File: config.mk
export PLATFORM = sky130hd
export DESIGN_NAME = burst_initiator
export DESIGN_NICKNAME = d
export VERILOG_FILES = /design/src/rtl/bbi_pkg.sv /design/src/rtl/bbi_word_tracker.sv /design/src/rtl/bbi_read_capture.sv /design/src/rtl/burst_initiator.sv
export SDC_FILE = /design/constraint.sdc
export NUM_CORES = 1
export LEC_CHECK = 0
export BUFFER_PORTS_ARGS = -buffer_cell sky130_fd_sc_hd__buf_2
export CORE_MARGIN = 1
export CORE_UTILIZATION = 30
export DETAILED_ROUTE_END_ITERATION = 10
export SYNTH_ARGS = -nofsm -noshare
export SYNTH_HDL_FRONTEND = slang
export SYNTH_SLANG_ARGS = --single-unit
File: constraint.sdc
create_clock -name clk -period 3.35 [get_ports clk]
set_input_delay 0.5025 -clock clk [delete_from_list [all_inputs] [get_ports clk]]
set_output_delay 0.5025 -clock clk [all_outputs]
set_load 0.005 [all_outputs]
File: src/rtl/bbi_pkg.sv
package bbi_pkg;
    typedef enum logic [2:0] {
        ST_IDLE,
        ST_ARB,
        ST_ADDR,
        ST_TURN,
        ST_DATA,
        ST_RECOVER
    } bbi_state_t;
endpackage

File: src/rtl/bbi_word_tracker.sv
module bbi_word_tracker #(
    parameter int DW   = 32,
    parameter int LW   = 6,
    parameter int STEP = 4
) (
    input  logic          clk,
    input  logic          rst_n,
    input  logic          load_i,
    input  logic [DW-1:0] load_addr_i,
    input  logic [LW-1:0] load_len_i,
    input  logic          advance_i,
    output logic [DW-1:0] addr_o,
    output logic [LW-1:0] rem_o,
    output logic          one_left_o
);
    localparam logic [DW-1:0] STEP_V = DW'(STEP);
    localparam logic [LW-1:0] ONE_V  = LW'(1);

    always_ff @(posedge clk or negedge rst_n) begin
        if (!rst_n) begin
            addr_o <= '0;
            rem_o  <= '0;
        end else if (load_i) begin
            addr_o <= load_addr_i;
            rem_o  <= (load_len_i == '0) ? ONE_V : load_len_i;
        end else if (advance_i) begin
            addr_o <= addr_o + STEP_V;
            rem_o  <= rem_o - ONE_V;
        end
    end

    assign one_left_o = (rem_o == ONE_V);

    // a word never moves with nothing left to move
    a_r6_no_underflow: assert property (@(posedge clk) disable iff (!rst_n)
        advance_i |-> (rem_o != '0));
endmodule

File: src/rtl/bbi_read_capture.sv
module bbi_read_capture #(
    parameter int DW = 32
) (
    input  logic          clk,
    input  logic          rst_n,
    input  logic          capture_i,
    input  logic [DW-1:0] data_i,
    input  logic [DW-1:0] addr_i,
    output logic          valid_o,
    output logic [DW-1:0] data_o,
    output logic [DW-1:0] addr_o
);
    always_ff @(posedge clk or negedge rst_n) begin
        if (!rst_n) begin
            valid_o <= 1'b0;
            data_o  <= '0;
            addr_o  <= '0;
        end else begin
            valid_o <= capture_i;
            if (capture_i) begin
                data_o <= data_i;
                addr_o <= addr_i;
            end
        end
    end
endmodule

File: src/rtl/burst_initiator.sv
module burst_initiator
    import bbi_pkg::*;
#(
    parameter int DW = 32,
    parameter int LW = 6
) (
    input  logic              clk,
    input  logic              rst_n,
    input  logic              start_i,
    input  logic [DW/8-1:0]   cmd_i,
    input  logic [DW-1:0]     addr_i,
    input  logic [LW-1:0]     len_i,
    input  logic [DW-1:0]     wr_data_i,
    output logic              busy_o,
    output logic              done_o,
    output logic              abort_o,
    output logic [DW-1:0]     cur_addr_o,
    output logic              rd_valid_o,
    output logic [DW-1:0]     rd_data_o,
    output logic [DW-1:0]     rd_addr_o,
    output logic              bus_req_o,
    input  logic              bus_gnt_i,
    input  logic              bus_idle_i,
    output logic              frame_o,
    output logic              irdy_o,
    output logic              ctl_oe_o,
    output logic [DW/8-1:0]   cbe_o,
    output logic [DW-1:0]     ad_o,
    output logic              ad_oe_o,
    input  logic [DW-1:0]     ad_i,
    input  logic              trdy_i,
    input  logic              stop_i,
    input  logic              tgt_sel_i
);
    localparam int BEW = DW / 8;

    bbi_state_t        st, st_nx;
    logic [BEW-1:0]    cmd_q;
    logic              drop_q, more_q, abort_q;
    logic              is_write, xfer, last_c, one_left, words_after;
    logic [DW-1:0]     addr_cur;
    logic [LW-1:0]     rem;

    assign is_write    = cmd_q[0];
    assign xfer        = (st == ST_DATA) && trdy_i;
    assign last_c      = one_left || drop_q || !bus_gnt_i;
    assign words_after = !(xfer && one_left);

    bbi_word_tracker #(.DW(DW), .LW(LW), .STEP(BEW)) u_track (
        .clk         (clk),
        .rst_n       (rst_n),
        .load_i      ((st == ST_IDLE) && start_i),
        .load_addr_i (addr_i),
        .load_len_i  (len_i),
        .advance_i   (xfer),
        .addr_o      (addr_cur),
        .rem_o       (rem),
        .one_left_o  (one_left)
    );

    bbi_read_capture #(.DW(DW)) u_rdcap (
        .clk       (clk),
        .rst_n     (rst_n),
        .capture_i (xfer && !is_write),
        .data_i    (ad_i),
        .addr_i    (addr_cur),
        .valid_o   (rd_valid_o),
        .data_o    (rd_data_o),
        .addr_o    (rd_addr_o)
    );

    // state register and tenure bookkeeping
    always_ff @(posedge clk or negedge rst_n) begin
        if (!rst_n) begin
            st      <= ST_IDLE;
            cmd_q   <= '0;
            drop_q  <= 1'b0;
            more_q  <= 1'b0;
            abort_q <= 1'b0;
        end else begin
            st <= st_nx;
            if ((st == ST_IDLE) && start_i) begin
                cmd_q   <= cmd_i;
                abort_q <= 1'b0;
                more_q  <= 1'b0;
            end
            if (st == ST_DATA) begin
                drop_q <= drop_q || last_c;
                if (stop_i || (xfer && last_c)) begin
                    more_q  <= words_after && !(stop_i && !tgt_sel_i);
                    abort_q <= stop_i && !tgt_sel_i;
                end
            end else begin
                drop_q <= 1'b0;
            end
        end
    end

    // next-state logic
    always_comb begin
        st_nx = st;
        unique case (st)
            ST_IDLE:    if (start_i) st_nx = ST_ARB;
            ST_ARB:     if (bus_gnt_i && bus_idle_i) st_nx = ST_ADDR;
            ST_ADDR:    st_nx = is_write ? ST_DATA : ST_TURN;
            ST_TURN:    st_nx = ST_DATA;
            ST_DATA:    if (stop_i || (xfer && last_c)) st_nx = ST_RECOVER;
            ST_RECOVER: st_nx = more_q ? ST_ARB : ST_IDLE;
            default:    st_nx = ST_IDLE;
        endcase
    end

    // outputs
    always_comb begin
        frame_o   = 1'b0;
        irdy_o    = 1'b0;
        ctl_oe_o  = 1'b0;
        cbe_o     = '0;
        ad_o      = '0;
        ad_oe_o   = 1'b0;
        bus_req_o = 1'b0;
        unique case (st)
            ST_IDLE: ;
            ST_ARB: bus_req_o = 1'b1;
            ST_ADDR: begin
                bus_req_o = 1'b1;
                frame_o   = 1'b1;
                ctl_oe_o  = 1'b1;
                cbe_o     = cmd_q;
                ad_o      = addr_cur;
                ad_oe_o   = 1'b1;
            end
            ST_TURN: begin
                bus_req_o = 1'b1;
                frame_o   = 1'b1;
                ctl_oe_o  = 1'b1;
                cbe_o     = '1;
            end
            ST_DATA: begin
                bus_req_o = 1'b1;
                frame_o   = !last_c;
                irdy_o    = 1'b1;
                ctl_oe_o  = 1'b1;
                cbe_o     = '1;
                ad_oe_o   = is_write;
                ad_o      = is_write ? wr_data_i : '0;
            end
            ST_RECOVER: ;
            default: ;
        endcase
    end

    assign busy_o     = (st != ST_IDLE);
    assign done_o     = (st == ST_RECOVER) && !more_q;
    assign abort_o    = abort_q;
    assign cur_addr_o = addr_cur;

    // a rising frame opens the address phase with the command driven
    a_r2_addr_phase: assert property (@(posedge clk) disable iff (!rst_n)
        $rose(frame_o) |-> (ad_oe_o && ctl_oe_o && (cbe_o == cmd_q)));

    // a lowered frame stays low through wait states
    a_r4_frame_stays_low: assert property (@(posedge clk) disable iff (!rst_n)
        (irdy_o && !frame_o && !trdy_i && !stop_i) |=> (irdy_o && !frame_o));

    // ready holds while frame says more words follow
    a_r5_irdy_held: assert property (@(posedge clk) disable iff (!rst_n)
        (irdy_o && frame_o && !stop_i) |=> irdy_o);

    // the data phase always has words left
    a_r6_rem_live: assert property (@(posedge clk) disable iff (!rst_n)
        (st == ST_DATA) |-> (rem != '0));

    // a read address phase is followed by a released turnaround cycle
    a_r7_turnaround: assert property (@(posedge clk) disable iff (!rst_n)
        (st == ST_ADDR && !is_write) |=> (!ad_oe_o && !irdy_o));

    // captured read data follows a real transfer
    a_r7_capture_follows: assert property (@(posedge clk) disable iff (!rst_n)
        rd_valid_o |-> $past(irdy_o && trdy_i));

    // the end of a data phase releases every driver for a cycle
    a_r11_release: assert property (@(posedge clk) disable iff (!rst_n)
        ($past(irdy_o) && !irdy_o) |-> (!ctl_oe_o && !ad_oe_o));
endmodule

==> results.sh <==
export IMPL_slew_violations=0
export IMPL_routabilityCongestion=0.791
export IMPL_ys_types=64
export IMPL_crit_fanout=20
export IMPL_pwr_share_clk=0.288
export IMPL_place_inst=961
export IMPL_synthMuxAreaShare=0.129
export IMPL_max_freq_mhz=347
export IMPL_gr_total_overflow=0
export IMPL_cts_buffers=17
export IMPL_synth_main_ff_cell="dfrtp_1"
export IMPL_cp_required_ns=2.85
export IMPL_synth_edff_count=0
export IMPL_power_switching_mw=2.34
export IMPL_hpwlAfterDp_um=12700
export IMPL_p_int_mw=4.29
export IMPL_postSynth_asyncResetShare=1.00
export IMPL_synth_top_family_by_area="simple AND/OR/NAND/NOR gates"
export IMPL_h_tree_depth=4
export IMPL_comb_power_share=0.313
export IMPL_fillers=1771
export IMPL_rsz0062_at_grt="false"
export IMPL_cts_tree="built"
export IMPL_nets=868
export IMPL_crit_path_start_kind="flip-flop"
export IMPL_grt_max_degree=59
export IMPL_seqPwrFrac=0.399
export IMPL_leakagePower_nw=3.93
export IMPL_track_usage=0.187
export IMPL_layout_drive_gt1_share=0.503
export IMPL_ff_latch_area_um2=2830
export IMPL_clk_insertion_delay_late_ns=0.41
export IMPL_worstPathArrival_ns=2.38
export IMPL_synthToLayoutAreaGrowth_pct=36.1
export IMPL_worst_pin_slew_ns=0.799
export IMPL_ir_drop_v=0.000403
export IMPL_num_rows=49
export IMPL_cts_sinks=113
export IMPL_max_cap_viol_count=0
export IMPL_final_cell_mix="253 x buf_2, 113 x dfrtp_1, 64 x mux2_2"
export IMPL_setup_viol=0
export IMPL_wire_per_inst_um=18.0
export IMPL_p_total_mw=6.63
export IMPL_synth_simple_gate_area_frac=0.162
export IMPL_ios=255
export IMPL_ys_warn_count=0
export IMPL_yosysTopAreaCell="dfrtp_1"
export IMPL_grt_antenna_before_repair=1
export IMPL_worst_slack_ns=0.468
export IMPL_vias_per_cell=5.14
export IMPL_path_clk_slew_ns=0.05
export IMPL_synth_area_leaders="dfrtp_1 50%, mux2_2 13%, a22o_1 4.9%"
export IMPL_ant_nets=0
export IMPL_hp_class="in2async"
export IMPL_avgSynthCellArea_um2=11.1
export IMPL_crit_type="reg2out"
export IMPL_synth_adder_area_share=0.00661
export IMPL_hold_viol=0
export IMPL_grt_pass1_vias=5002
export IMPL_fp_dieW_um=140
export IMPL_cts_hold_buf=0
export IMPL_syn_area_um2=5680
export IMPL_wl_um=17900
export IMPL_final_period_utilization=0.860
export IMPL_post_cts_setup_buffers=0
export IMPL_power_share_switching=0.353
export IMPL_outcome="completed"
export IMPL_min_period_ns=2.88
export IMPL_start_util=0.311
export IMPL_multiInputGateArea_um2=2610
export IMPL_num_vias=5114
export IMPL_drt_iter0_markers=152
export IMPL_coreArea_um2=18300
export IMPL_grt_pass1_wl_um=27700
export IMPL_skew_ns=0.00951
export IMPL_synth_compound_area_share=0.156
export IMPL_slew_headroom=0.467
export IMPL_cts_resized_gates=0
export IMPL_yosys_area_top_type_share=0.498
export IMPL_synthesis_nets=628
export IMPL_clockBufferDepth=2
export IMPL_drtPass1Iterations=5
export IMPL_ys_ff_latch=113
export IMPL_whs_ns=0.164
export IMPL_final_common_cell="buf_2"
export IMPL_synthCells=511
export IMPL_portBuffers=254
export IMPL_final_setup_tns_ns=0
export IMPL_post_place_ws_ns=0.886
export IMPL_root_buffer="clkbuf_16"
export IMPL_end_kind="primary output"
export IMPL_instances_no_fill=994
export IMPL_synth_xor_area_share=0.00309
export IMPL_reg2regPathDepth=5
export IMPL_die_area_um2=19500
export IMPL_die_y_um=140
export IMPL_ys_seq_area_frac=0.498
export IMPL_pwr_density_cell_nw_per_um2=858
export IMPL_drcViolationCount=0
==> final timing paths <==
kind                            from                 end  slack (ns)
max                            st[0]             ad_o[8]        0.47
min                            rst_n    u_track.rem_o[2]        0.16
max reg2reg                    st[2]  u_track.addr_o[23]        1.20
min reg2reg                 cmd_q[3]            cmd_q[3]        0.48
max in group asynchronous      rst_n  u_rdcap.addr_o[10]        2.41
min in group clk           addr_i[1]   u_track.addr_o[1]        0.28
==> metal layers <==
layer  track usage  up-vias  wire length, um
li1              -     2398                -
met1         0.235     2478             8040
met2         0.307      224             8410
met3        0.0619       14             1250
met4        0.0515        0              196
met5             0        -                0
==> flip-flops by register name, summed over array words and instances, names as in the netlist <==
signal	count
u_rdcap.addr_o	32
u_rdcap.data_o	32
u_track.addr_o	32
u_track.rem_o	6
cmd_q	4
st	3
abort_o	1
drop_q	1
more_q	1
u_rdcap.valid_o	1
==> cells in the mapped netlist (2+ instances only) <==
library cell  count
nand4_1          10
nand2_4           2
o211ai_1         15
mux2_2           64
nor2b_1           2
or4_1             5
o21ai_0          12
and3_1            5
dfrtp_1         113
buf_6             4
and4_1            2
clkbuf_1         13
nor3_1            9
buf_4             7
nand3_1          22
o311ai_1          2
a22oi_1           4
nor4_1            3
nand2_2           2
a21o_1            2
o311ai_0         10
o21ai_2           6
a221o_1           8
a32oi_1           2
buf_2            14
nor2_4            2
ha_1              3
a21oi_1          10
or3_1             2
a31oi_1           2
a22o_1           32
nand2_1          58
and2_1            6
inv_1             8
nor2_1           19
nand2b_1          3
==> power groups by stage <==
stage | logic [mW] | registers, mW | clock network [mW]
after floorplan | 1.27 | 2.41 | 0
after global placement | 2.09 | 2.64 | 0
after detailed placement | 2.11 | 2.66 | 0
after CTS | 2.11 | 2.65 | 1.95
after global routing | 2.30 | 2.75 | 2.01
final | 2.08 | 2.65 | 1.91
==> final cells by class <==
cell class	count	area share
Sequential cell	113	0.366
Multi-Input combinational cell	349	0.338
Timing Repair Buffer	261	0.173
Clock buffer	23	0.0645
Tap cell	229	0.0371
Clock inverter	9	0.0165
Inverter	9	0.00453
Antenna cell	1	0.000324
==> logic make-up (layout without fill, tap and decap cells) <==
logic type,after synthesis,after routing
simple gates,166,166
compound gates,113,113
flops,113,113
mux,65,65
buf+inv,49,302
fa+ha+maj,3,3
xor+xnor,2,2
other cells,0,1
==> worst max-delay path: stages (launching register included) <==
cell,delay [ns]
dfrtp_1,0.55
nor2_4,0.20
nand2_4,0.10
clkinv_2,0.12
and2_2,0.40
buf_4,0.32
a22o_1,0.16
buf_2,0.11
==> metrics by stage <==
stage / area [um2] / util
after floorplan: 5680 / -
after global placement: 7100 / 0.389
after detailed placement: 7100 / 0.389
after CTS: 7720 / 0.423
after global routing: 7730 / 0.423
final: 7730 / 0.423
No activity file was read; power rests on OpenSTA's default activity.
